## src/rtl/busy_window_pkg.sv

```systemverilog
package busy_window_pkg;

  typedef enum logic {
    WIN_IDLE = 1'b0,
    WIN_OPEN = 1'b1
  } winState_t;

  // strobes sent from the control to the count datapath
  typedef struct packed {
    logic clear;
    logic inc;
  } cntStrobe_t;

endpackage

```

## src/rtl/busy_count_path.sv

```systemverilog
module busy_count_path
  import busy_window_pkg::*;
#(
  parameter int MIN_BUSY = 2,
  parameter int MAX_BUSY = 4
) (
  input  logic       clk,
  input  logic       rst,
  input  cntStrobe_t strobe,
  output logic       inRange,
  output logic       atMax
);

  localparam int CNT_W = $clog2(MAX_BUSY + 2);
  localparam logic [CNT_W-1:0] MAX_V = CNT_W'(MAX_BUSY);
  localparam logic [CNT_W-1:0] SAT_V = CNT_W'(MAX_BUSY + 1);

  logic [CNT_W-1:0] cntQ;
  logic             geMin;
  logic             leMax;

  always_ff @(posedge clk) begin
    if (rst) begin
      cntQ <= '0;
    end else if (strobe.clear) begin
      cntQ <= '0;
    end else if (strobe.inc && (cntQ != SAT_V)) begin
      cntQ <= cntQ + 1'b1;
    end
  end

  generate
    if (MIN_BUSY == 0) begin : g_noMin
      assign geMin = 1'b1;
    end else begin : g_min
      localparam logic [CNT_W-1:0] MIN_V = CNT_W'(MIN_BUSY);
      assign geMin = (cntQ >= MIN_V);
    end
  endgenerate

  assign leMax   = (cntQ <= MAX_V);
  assign inRange = geMin && leMax;
  assign atMax   = (cntQ == MAX_V);


  cnt_sat_chk: assert property (@(posedge clk) disable iff (rst)
    cntQ <= SAT_V);


  cnt_hold_chk: assert property (@(posedge clk) disable iff (rst)
    (!strobe.inc && !strobe.clear) |=> $stable(cntQ));


  clear_zero_chk: assert property (@(posedge clk) disable iff (rst)
    strobe.clear |=> (cntQ == '0));

endmodule

```

## src/rtl/busy_window_ctrl.sv

```systemverilog
module busy_window_ctrl
  import busy_window_pkg::*;
(
  input  logic       clk,
  input  logic       rst,
  input  logic       req,
  input  logic       busy,
  input  logic       done,
  input  logic       inRange,
  input  logic       atMax,
  output cntStrobe_t strobe,
  output logic       passPulse,
  output logic       errPulse
);

  winState_t stateQ, stateD;
  logic      passD, errD;

  always_comb begin
    stateD       = stateQ;
    strobe.clear = 1'b0;
    strobe.inc   = 1'b0;
    passD        = 1'b0;
    errD         = 1'b0;
    unique case (stateQ)
      WIN_IDLE: begin
        if (req) begin
          strobe.clear = 1'b1;
          stateD       = WIN_OPEN;
        end
      end
      WIN_OPEN: begin
        if (req) begin
          errD         = 1'b1;
          strobe.clear = 1'b1;
        end else if (done) begin
          passD        = inRange;
          errD         = !inRange;
          strobe.clear = 1'b1;
          stateD       = WIN_IDLE;
        end else if (busy) begin
          strobe.inc = 1'b1;
          errD       = atMax;
        end
      end
      default: stateD = WIN_IDLE;
    endcase
  end

  always_ff @(posedge clk) begin
    if (rst) begin
      stateQ    <= WIN_IDLE;
      passPulse <= 1'b0;
      errPulse  <= 1'b0;
    end else begin
      stateQ    <= stateD;
      passPulse <= passD;
      errPulse  <= errD;
    end
  end


  one_outcome_chk: assert property (@(posedge clk)
    !(passPulse && errPulse));


  reset_idle_chk: assert property (@(posedge clk)
    rst |=> (!passPulse && !errPulse && stateQ == WIN_IDLE));


  idle_quiet_chk: assert property (@(posedge clk) disable iff (rst)
    (stateQ == WIN_IDLE && !req) |=> (!passPulse && !errPulse && stateQ == WIN_IDLE));


  req_restart_chk: assert property (@(posedge clk) disable iff (rst)
    (stateQ == WIN_OPEN && req) |=> (errPulse && stateQ == WIN_OPEN));


  pass_after_done_chk: assert property (@(posedge clk) disable iff (rst)
    $rose(passPulse) |-> $past(done));

endmodule

```

## src/rtl/busy_window_monitor.sv

```systemverilog
module busy_window_monitor
  import busy_window_pkg::*;
#(
  parameter int MIN_BUSY = 2,
  parameter int MAX_BUSY = 4
) (
  input  logic clk,
  input  logic rst,
  input  logic req,
  input  logic busy,
  input  logic done,
  output logic passPulse,
  output logic errPulse
);

  cntStrobe_t strobe;
  logic       inRange;
  logic       atMax;

  busy_window_ctrl u_ctrl (
    .clk      (clk),
    .rst      (rst),
    .req      (req),
    .busy     (busy),
    .done     (done),
    .inRange  (inRange),
    .atMax    (atMax),
    .strobe   (strobe),
    .passPulse(passPulse),
    .errPulse (errPulse)
  );

  busy_count_path #(
    .MIN_BUSY(MIN_BUSY),
    .MAX_BUSY(MAX_BUSY)
  ) u_path (
    .clk    (clk),
    .rst    (rst),
    .strobe (strobe),
    .inRange(inRange),
    .atMax  (atMax)
  );

  initial begin
    if (MIN_BUSY < 0 || MIN_BUSY > MAX_BUSY) $error("busy_window_monitor: bad bounds");
  end

endmodule

```

## config.mk

```make
export PLATFORM = sky130hd
export DESIGN_NAME = busy_window_monitor
export DESIGN_NICKNAME = d
export VERILOG_FILES = /design/src/rtl/busy_window_pkg.sv /design/src/rtl/busy_count_path.sv /design/src/rtl/busy_window_ctrl.sv /design/src/rtl/busy_window_monitor.sv
export SDC_FILE = /design/constraint.sdc
export NUM_CORES = 1
export LEC_CHECK = 0
export BUFFER_PORTS_ARGS = -buffer_cell sky130_fd_sc_hd__buf_2
export CAP_MARGIN = 20
export CORE_AREA = 2 2 39 41
export CTS_CLUSTER_SIZE = 20
export DETAILED_ROUTE_END_ITERATION = 16
export DIE_AREA = 0 0 41 43
export GPL_ROUTABILITY_DRIVEN = 0
export PLACE_DENSITY_LB_ADDON = 0.05
export SLEW_MARGIN = 15
export SYNTH_ARGS = -nofsm -noshare
export SYNTH_HDL_FRONTEND = slang
export SYNTH_SLANG_ARGS = --single-unit
```

## constraint.sdc

```tcl
create_clock -name clk -period 1.3 [get_ports clk]
set_input_delay 0.13 -clock clk [delete_from_list [all_inputs] [get_ports clk]]
set_output_delay 0.13 -clock clk [all_outputs]
set_load 0.005 [all_outputs]
```

# Word level (Yosys, flattened, before mapping)
# Index checks and enable logic that the tools add are counted.
dict set report classes {
  addsub 1
  n_mul 0
  div 0
  order_cmp 2
  n_eq_ne 2
  n_shift 0
  mux 14
  n_bitwise 2
  n_reduce_logical 6
}
# cell n
set ops {}
lappend ops {{2-to-1 mux 1 bit} 12}
lappend ops {{case mux 1 bit (2 select lines)} 2}
lappend ops {{OR reduction 2 bit} 2}
lappend ops {{OR reduction 4 bit} 1}
lappend ops {{adder 3 x 1 -> 3 bit (second input constant)} 1}
lappend ops {{equality test 3 bit (second input constant)} 1}
lappend ops {{greater-or-equal comparator 3 x 2 -> 1 bit (second input constant)} 1}
lappend ops {{<= comparator 3 bit (second input constant)} 1}
lappend ops {{!= test 3 bit (second input constant)} 1}
lappend ops {{logical AND 1 bit} 2}
lappend ops {{inverter 1 bit} 2}
lappend ops {{zero test 1 bit} 1}
dict set report word_totals {
  regBits 6
  latchBits 0
  ramBits 0
  romBits 0
  in_bits 5
  wordCells 31
  memories 0
}

# Depth between registers and ports, before layout
dict set report depth {
  depth_word 5
  ltp_mapped 5
}

# Modules after synthesis
# A second synthesis with hierarchy kept.
dict set report unflattened {
  hier_cells 31
  hier_area_um2 336.6
}
# module n_inst cells_each area_per_inst_um2
set modules_own_cells {}
lappend modules_own_cells {busy_count_path 1 18 195.2}
lappend modules_own_cells {busy_window_ctrl 1 13 141.4}

# Least setup slack after synthesis
# Ideal clock, no wire load.
dict set report synth_path {
  path_kind {reg2reg}
  from {register u_path.cntQ[1]}
  to {register u_path.cntQ[2]}
  setup_ns 0.117
  t_arrival_ns 0.889
  required_ns 1.183
  slack_ns 0.293
  stages_incl_launch_ff 6
  n_path_buf 0
  cell_sequence {dfxtp_1 > inv_1 > ha_1 > nand2_1 > and3_1 > o21ai_1}
}
dict set report synth_between {
  elab_chain_len 2
  word_cells_on_any_way 3
  classes_between {1 x add/sub; 1 x eq/ne; 1 x reduce/logical}
}
# element line_no
set synth_lines {}
lappend synth_lines {{start, declared} busy_count_path.sv:18} ;# logic [CNT_W-1:0] cntQ;
lappend synth_lines {{start signal, assigned} busy_count_path.sv:28} ;# cntQ <= cntQ + 1'b1;
lappend synth_lines {{parallel branches: the longest is 2 deep, another holds adder 3 x 1 -> 3 bit} n/a}
# Parallel ways; which one is timed is not known.
# A chain may end at the register's enable or synchronous reset.

# Worst setup path in the final report
dict set report layout_path {
  from {register u_path.cntQ[0]}
  to {register u_ctrl.errPulse}
}
dict set report layout_between {
  elab_chain_len 5
  word_cells_on_any_way 8
  classes_between {2 x order compare; 1 x eq/ne; 3 x mux; 2 x reduce/logical}
}
# element line_no
set layout_lines {}
lappend layout_lines {{greater-or-equal comparator 3 x 2 -> 1 bit or <= comparator 3 bit (tied branches)} {busy_count_path.sv:37, busy_count_path.sv:41}}
lappend layout_lines {{logical AND 1 bit} busy_count_path.sv:42} ;# assign inRange = geMin && leMax;
lappend layout_lines {{zero test 1 bit} busy_window_ctrl.sv:38} ;# errD = !inRange;
lappend layout_lines {{2-to-1 mux 1 bit *} busy_window_ctrl.sv:36} ;# end else if (done) begin
lappend layout_lines {{2-to-1 mux 1 bit *} busy_window_ctrl.sv:33} ;# if (req) begin
lappend layout_lines {{end signal, assigned} busy_window_ctrl.sv:58} ;# errPulse <= errD;
lappend layout_lines {{end, declared} busy_window_ctrl.sv:13} ;# output logic errPulse
# Mark *: on every way between the ends. The rest lies on a longest branch, timed or not.

==> qor.yml <==
cts:
  numCtsBuffers: 3
  hold_buffers: 0
  clk_pin_slew_ns: 0.05
  htreeDepth: 1
  cts_resized: 0
  clk_path_buf_depth: 2
  clkSinkCount: 6
  post_cts_buffers: 0
  clock_latency_ns: 0.24
  cts_root_buf: "clkbuf_4"
  tritoncts: "done"
power:
  power_density_nw_per_um2: 969.3
  ir_drop_uv: 227.1
  leakagePower_nw: 0.1621
floorplan:
  dieArea_sq_um: 1763
  core_area_sq_um: 1384
  rows: 14
  initial_core_util: 0.2342
  fp.dieH_um: 43
  die_w_um: 41
  ios: 7
critical_path:
  cp_max_fo: 4
  reg2reg_slack_ns: 0.24
  worstSetupEndpointType: "flop"
  r2r-end: "u_ctrl.errPulse$_SDFF_PP0_"
  startpoint_type: "flop"
  slowest_delay_ns: 0.37
  cp.arrival_ns: 1.24
  slowest_stage: "dfxtp_1"
  crit_chain: "inv_1 > ha_1 > nand3b_1 > a31oi_1"
  rr_startpoint: "u_path.cntQ[0]$_SDFFE_PP0P_"
  required_ns: 1.48
  rr_worst_depth: 4
  crit_type: "reg -> reg"
hold_path:
  worstHoldEndpoint: "u_ctrl.stateQ$_SDFF_PP0_"
  hold_start: "rst"
  hp-class: "in -> reg"
  hold_depth: 2
global_routing:
  grt_pass1_wl_um: 1152
  grt_overflow: 0
  antenna_found_initial: 0
  grt_pass1_vias: 280
  grt_max_degree: 8
  track_usage: 0.1022
synth:
  seq_area_frac_synth: 0.3707
  synth_area_per_cell_sq_um: 9.002
  yosysUniqueCellTypes: 18
  syn_area_sq_um: 324.1
  syn_inst: 36
  ys_seq_elements: 6
  syn_nets: 44
  yosys_warnings: 0
layout:
  syn2layout_area_growth_pct: 24.71
  seq_area_sq_um: 120.1
  finish.utilization: 0.2920
  fill_cells: 163
  multi_input_area_sq_um: 192.7
  nets: 56
  drive_gt1_frac: 0.2826
  antenna_cells: 0
timing:
  rsz0062_at_grt: "no"
  fin_skew_ns: 0.007245
  period_minus_slack_ns: 1.064
  slew_headroom: 0.7164
  setup_tns_ns: 0
  setup_viol: 0
  holdWs_ns: 0.08817
  clock.fmax_ghz: 0.9396
  worstMarginPinSlew_ns: 0.4246
  post-route-period-util: 0.8187
  maxSlewViolCount: 0
  hold_viol_final: 0
outcome:
  status: "completed"
drt:
  vias_per_cell: 4.839
  wl_met1_um: 322
  ant_nets: 0
  num_vias: 300
  wl_per_cell_um: 11.45
  wl_met3_um: 42
  wl_met2_um: 326
  top_layer: "met4"
  drt-initial-drc-count: 3
  first_pass_iters: 4
  drcViolationCount: 0
  routed_wl_um: 710
placed_design:
  portBuffers: 6
  hpwlAfterDp_um: 574.5
job:
  maxCapViolations: 0
-- worst max path at each step --
stage                     cells past startpoint  slack [ns]                        start                     endpoint
final                                         4        0.24  u_path.cntQ[0]$_SDFFE_PP0P_   u_ctrl.errPulse$_SDFF_PP0_
after global routing                          4        0.11  u_path.cntQ[0]$_SDFFE_PP0P_   u_ctrl.errPulse$_SDFF_PP0_
after CTS                                     4        0.22  u_path.cntQ[0]$_SDFFE_PP0P_   u_ctrl.errPulse$_SDFF_PP0_
after detailed placement                      4        0.23  u_path.cntQ[0]$_SDFFE_PP0P_   u_ctrl.errPulse$_SDFF_PP0_
after global placement                        4        0.24  u_path.cntQ[0]$_SDFFE_PP0P_   u_ctrl.errPulse$_SDFF_PP0_
after floorplan                               5        0.29  u_path.cntQ[1]$_SDFFE_PP0P_  u_path.cntQ[2]$_SDFFE_PP0P_
-- kinds of logic (layout without fill, tap and decap cells) --
logic type,Yosys count,after routing,synth area share
compound gates,7,7,0.1351
mux,1,1,0.03089
simple gates,16,16,0.3128
buf+inv,3,13,0.03475
flops,6,6,0.3707
fa+ha+maj,3,3,0.1158
-- cell usage after synthesis, drive strengths merged --
cell type | instances | area [sq um]
a211oi | 1 | 12.51
a21oi | 2 | 10.01
a31oi | 1 | 6.260
and2 | 1 | 8.760
and3 | 1 | 6.260
and4bb | 1 | 16.27
dfxtp | 6 | 120.1
ha | 3 | 37.54
inv | 3 | 11.26
mux2i | 1 | 10.01
nand2 | 4 | 15.01
nand2b | 1 | 6.260
nand3b | 1 | 7.510
nand4 | 3 | 18.77
nand4b | 1 | 8.760
nor2 | 2 | 7.510
nor4 | 1 | 6.260
o21ai | 3 | 15.01
-- state kept, by name, indices dropped and copies added, names as in the netlist --
| register | flops |
|---|---|
| u_path.cntQ | 3 |
| u_ctrl.passPulse | 1 |
| u_ctrl.errPulse | 1 |
| u_ctrl.stateQ | 1 |
-- final cells by class --
| class | instances | share of cell area |
|---|---|---|
| multi-input cells | 27 | 0.4768 |
| flip-flops and latches | 6 | 0.2972 |
| repair buffers | 7 | 0.09288 |
| clock buffers | 3 | 0.05573 |
| well taps | 16 | 0.04954 |
| inverters | 3 | 0.02786 |
-- stage by stage --
| step | power, W | worst slack, ns | std cells | area (sq um) |
|---|---|---|---|---|
| detailed placement | 0.0002230 | 0.2263 | 59 | 381.6 |
| finish | 0.0003917 | 0.2357 | 62 | 404.1 |
| global placement | 0.0002221 | 0.2441 | 59 | 381.6 |
| global route | 0.0004171 | 0.1064 | 62 | 404.1 |
| CTS | 0.0003999 | 0.2194 | 62 | 404.1 |
| floorplan | 0.0002075 | 0.2933 | 36 | 324.1 |
-- worst max-delay path: cells and delay by family (launching register included) --
| family | cells | cell delay [ns] |
|---|---|---|
| flip-flops | 1 | 0.37 |
| AO/OA/AOI/OAI | 1 | 0.16 |
| adder cells (fa/ha/maj) | 1 | 0.23 |
| AND/OR/NAND/NOR | 1 | 0.17 |
| buffers and inverters | 1 | 0.07 |
-- layer usage --
layer | track usage | vias up
met1 | 0.1246 | 132
met4 | 0.1000 | 0
met2 | 0.1313 | 10
li1 | - | 154
met3 | 0.03141 | 4
met5 | 0 | -
-- where the power goes --
group / switching [W] / total [W] / internal [W]
combinational: 0.0000159 / 0.0000285 / 0.0000125
clock: 0.0000680 / 0.000172 / 0.000104
sequential: 0.00000269 / 0.000191 / 0.000188
total: 0.0000866 / 0.000392 / 0.000305
-- cell usage in the layout (no fill, tap or decap) --
master    n
buf_2     6
dfxtp_1   6
nand2_1   4
inv_1     3
o21ai_1   3
nand4_1   3
ha_1      3
clkbuf_4  3
a21oi_1   2
nor2_1    2
and4bb_4  1
and3_1    1
a211oi_2  1
nand4b_1  1
and2_4    1
nand3b_1  1
nand2b_1  1
a31oi_1   1
mux2i_1   1
nor4_1    1
buf_4     1
Note: power is estimated with default switching activity, not from simulation.
